==> src/rtl/loop_sum_pkg.sv <==
package loop_sum_pkg;
  typedef enum logic [2:0] {
    ST_INIT,
    ST_TEST,
    ST_BODY,
    ST_WAIT,
    ST_ACC,
    ST_FIN
  } lsum_state_t;
endpackage

==> src/rtl/lsum_wait_timer.sv <==
module lsum_wait_timer #(
  parameter int RD_LAT = 2
) (
  input  logic clk,
  input  logic rst,
  input  logic clr,
  input  logic run,
  output logic expired
);
  localparam int WW = (RD_LAT < 2) ? 1 : $clog2(RD_LAT + 1);
  localparam logic [WW-1:0] LAST = WW'(RD_LAT - 1);

  logic [WW-1:0] cnt_q;

  always_ff @(posedge clk) begin
    if (rst || clr) cnt_q <= '0;
    else if (run)   cnt_q <= cnt_q + 1'b1;
  end

  assign expired = (cnt_q == LAST);
endmodule

==> src/rtl/lsum_index_unit.sv <==
module lsum_index_unit #(
  parameter int ADDR_W = 8,
  parameter int CNT_W  = 8
) (
  input  logic              clk,
  input  logic              rst,
  input  logic              load,
  input  logic              step,
  input  logic [ADDR_W-1:0] base_in,
  input  logic [CNT_W-1:0]  count_in,
  output logic              in_range,
  output logic [ADDR_W-1:0] addr
);
  localparam int IXW = CNT_W + 1;
  localparam int AW  = (ADDR_W > IXW) ? ADDR_W : IXW;

  logic [ADDR_W-1:0] base_q;
  logic [CNT_W-1:0]  bound_q;
  logic [IXW-1:0]    idx_q;
  logic [AW-1:0]     addr_full;

  always_ff @(posedge clk) begin
    if (rst) begin
      base_q  <= '0;
      bound_q <= '0;
      idx_q   <= '0;
    end else if (load) begin
      base_q  <= base_in;
      bound_q <= count_in;
      idx_q   <= IXW'(1);
    end else if (step) begin
      idx_q   <= idx_q + 1'b1;
    end
  end

  assign in_range  = (idx_q <= {1'b0, bound_q});
  assign addr_full = AW'(base_q) + AW'(idx_q);
  assign addr      = addr_full[ADDR_W-1:0];
endmodule

==> src/rtl/lsum_accum.sv <==
module lsum_accum #(
  parameter int DATA_W = 8,
  parameter int SUM_W  = 16
) (
  input  logic              clk,
  input  logic              rst,
  input  logic              clr,
  input  logic              add,
  input  logic [DATA_W-1:0] din,
  output logic [SUM_W-1:0]  sum
);
  always_ff @(posedge clk) begin
    if (rst || clr) sum <= '0;
    else if (add)   sum <= sum + SUM_W'(din);
  end
endmodule

==> src/rtl/loop_sum_ctrl.sv <==
module loop_sum_ctrl
  import loop_sum_pkg::*;
#(
  parameter int ADDR_W = 8,
  parameter int DATA_W = 8,
  parameter int CNT_W  = 8,
  parameter int RD_LAT = 2,
  localparam int SUM_W = DATA_W + CNT_W
) (
  input  logic              clk,
  input  logic              rst,
  input  logic              start,
  input  logic [ADDR_W-1:0] base_addr,
  input  logic [CNT_W-1:0]  elem_cnt,
  output logic [ADDR_W-1:0] mem_addr,
  output logic              mem_rd,
  input  logic [DATA_W-1:0] mem_rdata,
  output logic              done,
  output logic [SUM_W-1:0]  result
);
  lsum_state_t       st_q;
  logic              do_load, do_step, in_range, wait_over;
  logic [ADDR_W-1:0] next_addr;
  logic [SUM_W-1:0]  total;

  assign do_load = (st_q == ST_INIT) && start;
  assign do_step = (st_q == ST_ACC);

  lsum_index_unit #(.ADDR_W(ADDR_W), .CNT_W(CNT_W)) u_idx (
    .clk(clk), .rst(rst), .load(do_load), .step(do_step),
    .base_in(base_addr), .count_in(elem_cnt),
    .in_range(in_range), .addr(next_addr)
  );

  lsum_wait_timer #(.RD_LAT(RD_LAT)) u_tmr (
    .clk(clk), .rst(rst), .clr(st_q == ST_BODY), .run(st_q == ST_WAIT),
    .expired(wait_over)
  );

  lsum_accum #(.DATA_W(DATA_W), .SUM_W(SUM_W)) u_acc (
    .clk(clk), .rst(rst), .clr(do_load), .add(do_step),
    .din(mem_rdata), .sum(total)
  );

  always_ff @(posedge clk) begin
    if (rst) begin
      st_q     <= ST_INIT;
      mem_addr <= '0;
      mem_rd   <= 1'b0;
      done     <= 1'b0;
      result   <= '0;
    end else begin
      mem_rd <= 1'b0;
      done   <= 1'b0;
      case (st_q)
        ST_INIT: if (start) st_q <= ST_TEST;
        ST_TEST: st_q <= in_range ? ST_BODY : ST_FIN;
        ST_BODY: begin
          mem_addr <= next_addr;
          mem_rd   <= 1'b1;
          st_q     <= ST_WAIT;
        end
        ST_WAIT: if (wait_over) st_q <= ST_ACC;
        ST_ACC:  st_q <= ST_TEST;
        ST_FIN: begin
          result <= total;
          done   <= 1'b1;
          st_q   <= ST_INIT;
        end
        default: st_q <= ST_INIT;
      endcase
    end
  end
endmodule

==> config.mk <==
export PLATFORM = sky130hd
export DESIGN_NAME = loop_sum_ctrl
export DESIGN_NICKNAME = d
export VERILOG_FILES = /design/src/rtl/loop_sum_pkg.sv /design/src/rtl/lsum_wait_timer.sv /design/src/rtl/lsum_index_unit.sv /design/src/rtl/lsum_accum.sv /design/src/rtl/loop_sum_ctrl.sv
export SDC_FILE = /design/constraint.sdc
export NUM_CORES = 1
export LEC_CHECK = 0
export CORE_MARGIN = 2
export CORE_UTILIZATION = 30
export CTS_CLUSTER_DIAMETER = 60
export DETAILED_ROUTE_END_ITERATION = 8
export GPL_ROUTABILITY_DRIVEN = 0
export PLACE_DENSITY = 0.52
export SYNTH_ARGS = -nofsm -noshare
export SYNTH_HDL_FRONTEND = slang
export SYNTH_HIERARCHICAL = 1
export SYNTH_SLANG_ARGS = --single-unit
==> constraint.sdc <==
create_clock -name clk -period 3.3 [get_ports clk]
set_input_delay 0.66 -clock clk [delete_from_list [all_inputs] [get_ports clk]]
set_output_delay 0.66 -clock clk [all_outputs]
set_load 0.1 [all_outputs]
==> reports/results.tsv <==
stage	metric	value	unit
outcome	outcome	finished clean	
yosys	Netlist cell types	56	
power	Overall Power	2.59	mW
worst_setup_path	FF-to-FF Start	st_q[2]$_SDFFE_PP0P_	
sta	setup TNS	0	ns
worst_setup_path	R2R Path End	u_acc/sum[15]$_SDFFE_PP0P_	
floorplan	chip width	116	um
yosys	FFs w/ async S/R, synth	0	
routing	vias	2964	
cts	Setup Buffers After CTS	0	
cts	root buffer cell	clkbuf_16	
layout	synth-to-layout area growth	23.9	%
place	Buffers on Ports	52	
cts	Clock transition at path regs	0.06	ns
sta	Slew Viols, Final	0	
sta	endpoints failing setup	0	
floorplan	Die ar.	0.0135	mm2
worst_setup_path	Req. time, crit path	3.53	ns
cts	clk buf depth	2	
yosys	top cell type's share of synthesized area	0.383	
layout	share of cells above drive strength 1	0.175	
global_routing	first-pass GRT wire length	13700	um
yosys	Synth Instances	411	
routing	Detailed Routing Iterations Pass 1	5	
yosys	EDFF count, synth	0	
sta	max_slew headroom	0.457	
layout	Nets	513	
hold_path	HP Class	reg2reg	
cts	CTS Sinks	72	
floorplan	FP Rows	40	
cts	Num CTS Buffers	9	
sta	min Tclk post-route	2.37	ns
power	P_leak	1.86	nW
cts	TritonCTS clock tree	yes	
yosys	syn_nets	465	
sta	clock skew	0.00596	ns
cts	post-CTS sizing	0	
yosys	sequential area share after synthesis	0.383	
global_routing	initial antenna violation count	0	
layout	area of the multi-input gates	0.00214	mm2
hold_path	HP Start	result[5]$_SDFFE_PP0P_	
yosys	YS warnings	6	
place	Cells after DPL	616	
yosys	syn avg cell area	9.15	um2
yosys	flops & latches, synth	72	
sta	Hold Violations, Final	0	
yosys	Top FF cell, synth	dfxtp_1	
cts	clock latency on the worst-skew pair	0.34	ns
yosys	Synth area leader	dfxtp_1	
routing	drt initial violations	144	
cts	H-Tree Depth	3	
worst_setup_path	WS Path Type	in2reg	
power	Peak VDD IR	0.255	mV
worst_setup_path	type of element capturing the critical path	flop	
worst_setup_path	CP startpoint kind	input port	
layout	filler instances	1276	
hold_path	Min-Delay Path Depth	2	
global_routing	total track usage	0.132	
sta	RSZ-0062 raised after global routing	no	
run	Maximum Capacitance Violations	0	
global_routing	total grt overflow	0	
worst_setup_path	Reg2Reg Depth	7	
worst_setup_path	R2R Setup Slk	1.02	ns
floorplan	Ports	53	
routing	Residual DRC	0	
routing	final wirelength	8130	um
hold_path	Worst Hold End	result[5]$_SDFFE_PP0P_	
floorplan	Initial Util	0.311	
sta	crit share post-route	0.717	
yosys	Post-Syn Area	0.00376	mm2
routing	post-route ant nets	0	
place	DP HPWL	5980	um
layout	diode count	0	
yosys	largest cells by area after synthesis	dfxtp_1 (38%), mux2i_1 (8.5%), ha_1 (8.3%), nor2_1 (5.0%), nand2_1 (3.9%)	
worst_setup_path	largest fanout on the critical path	5	
worst_setup_path	critical path arrival	2.60	ns
global_routing	vias in the first global route	2860	
routing	Via density	4.69	
layout	Non-Filler Instances	632	
routing	drt wl/cell	12.9	um
sta	fmax	0.422	GHz
floorplan	Chip Height	116	um
sta	Worst Tran Pin Value	0.815	ns
global_routing	pin count of the biggest net entering global routing	25	
power	Power Density	554	mW/mm2
floorplan	Core ar.	0.0121	mm2
layout	Layout Utilization	0.385	
cts	Hold Buf Count CTS	0	
layout	Sequential Area	0.00144	mm2
[through the flow]
stage                     worst slack, ns  area, um2  hold WS, ns
after floorplan                      1.09       3760        0.444
after global placement              0.599       4350        0.445
after detailed placement            0.586       4350        0.452
after CTS                           0.941       4660        0.459
after global routing                0.803       4660        0.473
final                               0.932       4660        0.458
[flip-flops by register name (all words and copies together), names as in the netlist, 2 cells and up]
name           flops
u_idx/bound_q      8
mem_addr           8
st_q               3
u_tmr/cnt_q        2
u_idx/idx_q        9
u_idx/base_q       8
result            16
u_acc/sum         16
[critical path, cell delays in order]
cell and delay, ns:
clkdlybuf4s50_1 0.40, ha_1 0.22, fa_1 0.41, a21o_1 0.23, a211oi_2 0.36, nor3b_1 0.12
xnor2_1 0.14, nor2_1 0.05
[cell usage after synthesis, drive strengths merged (9+ instances only)]
library cell	count
dfxtp	72
nand2	50
nor2	50
mux2i	32
a21oi	31
ha	25
inv	15
buf	14
xnor2	14
nand3	9
o21ai	9
[where the power goes]
part / switching, mW / leakage, nW / internal (mW)
combinational: 0.313 / 1.13 / 0.227
sequential: 0.0708 / 0.583 / 0.930
clock: 0.362 / 0.154 / 0.682
[worst max path at each step]
stage,startpoint,endpoint,slack (ns),cells past startpoint
6_report,mem_rdata[0],u_acc/sum[8]$_SDFFE_PP0P_,0.93,8
5_1_grt,mem_rdata[0],u_acc/sum[8]$_SDFFE_PP0P_,0.80,8
4_1_cts,mem_rdata[0],u_acc/sum[8]$_SDFFE_PP0P_,0.94,8
3_5_place_dp,mem_rdata[0],u_acc/sum[8]$_SDFFE_PP0P_,0.59,8
3_3_place_gp,mem_rdata[0],u_acc/sum[8]$_SDFFE_PP0P_,0.60,8
2_1_floorplan,start,u_idx/base_q[0]$_SDFFE_PP0P_,1.09,5
[kinds of logic (layout without fill, tap and decap cells)]
family                   count (synthesis)  after routing  share of synthesized area
flip-flops                              72             72                      0.383
AO/OA/AOI/OAI                           65             65                      0.125
XOR/XNOR                                21             21                     0.0489
AND/OR/NAND/NOR                        158            158                      0.214
multiplexers                            32             32                     0.0851
buffers and inverters                   36             89                     0.0499
adder cells (fa/ha/maj)                 27             27                     0.0938
[routing by layer]
layer | up-vias | track usage | routed length [um]
met5 | - | 0 | 0
met4 | 0 | 0.0595 | 163
met3 | 12 | 0.0382 | 369
met2 | 56 | 0.206 | 3600
met1 | 1361 | 0.169 | 4000
li1 | 1535 | - | -
[layout by cell type, fill, tap and decap left out, types with 9 or more instances in the layout]
master and count:
nand2_1 39, ha_1 25, clkbuf_16 9, nand2_2 11
xnor2_1 14, mux2i_1 32, dfxtp_1 72, a21oi_2 11
nand3_1 9, clkdlybuf4s50_1 25, nor2_1 50, o21ai_0 9
a21oi_1 20, buf_4 32, inv_1 15
[area by class of cell]
class                           instances  share of cell area
Clock buffer                           13              0.0537
Inverter                               15              0.0121
Timing Repair Buffer                   58               0.106
Sequential cell                        72               0.309
Multi-Input combinational cell        303               0.460
Clock inverter                          3              0.0140
Tap cell                              168              0.0451
No activity file was read; power rests on OpenSTA's default activity.
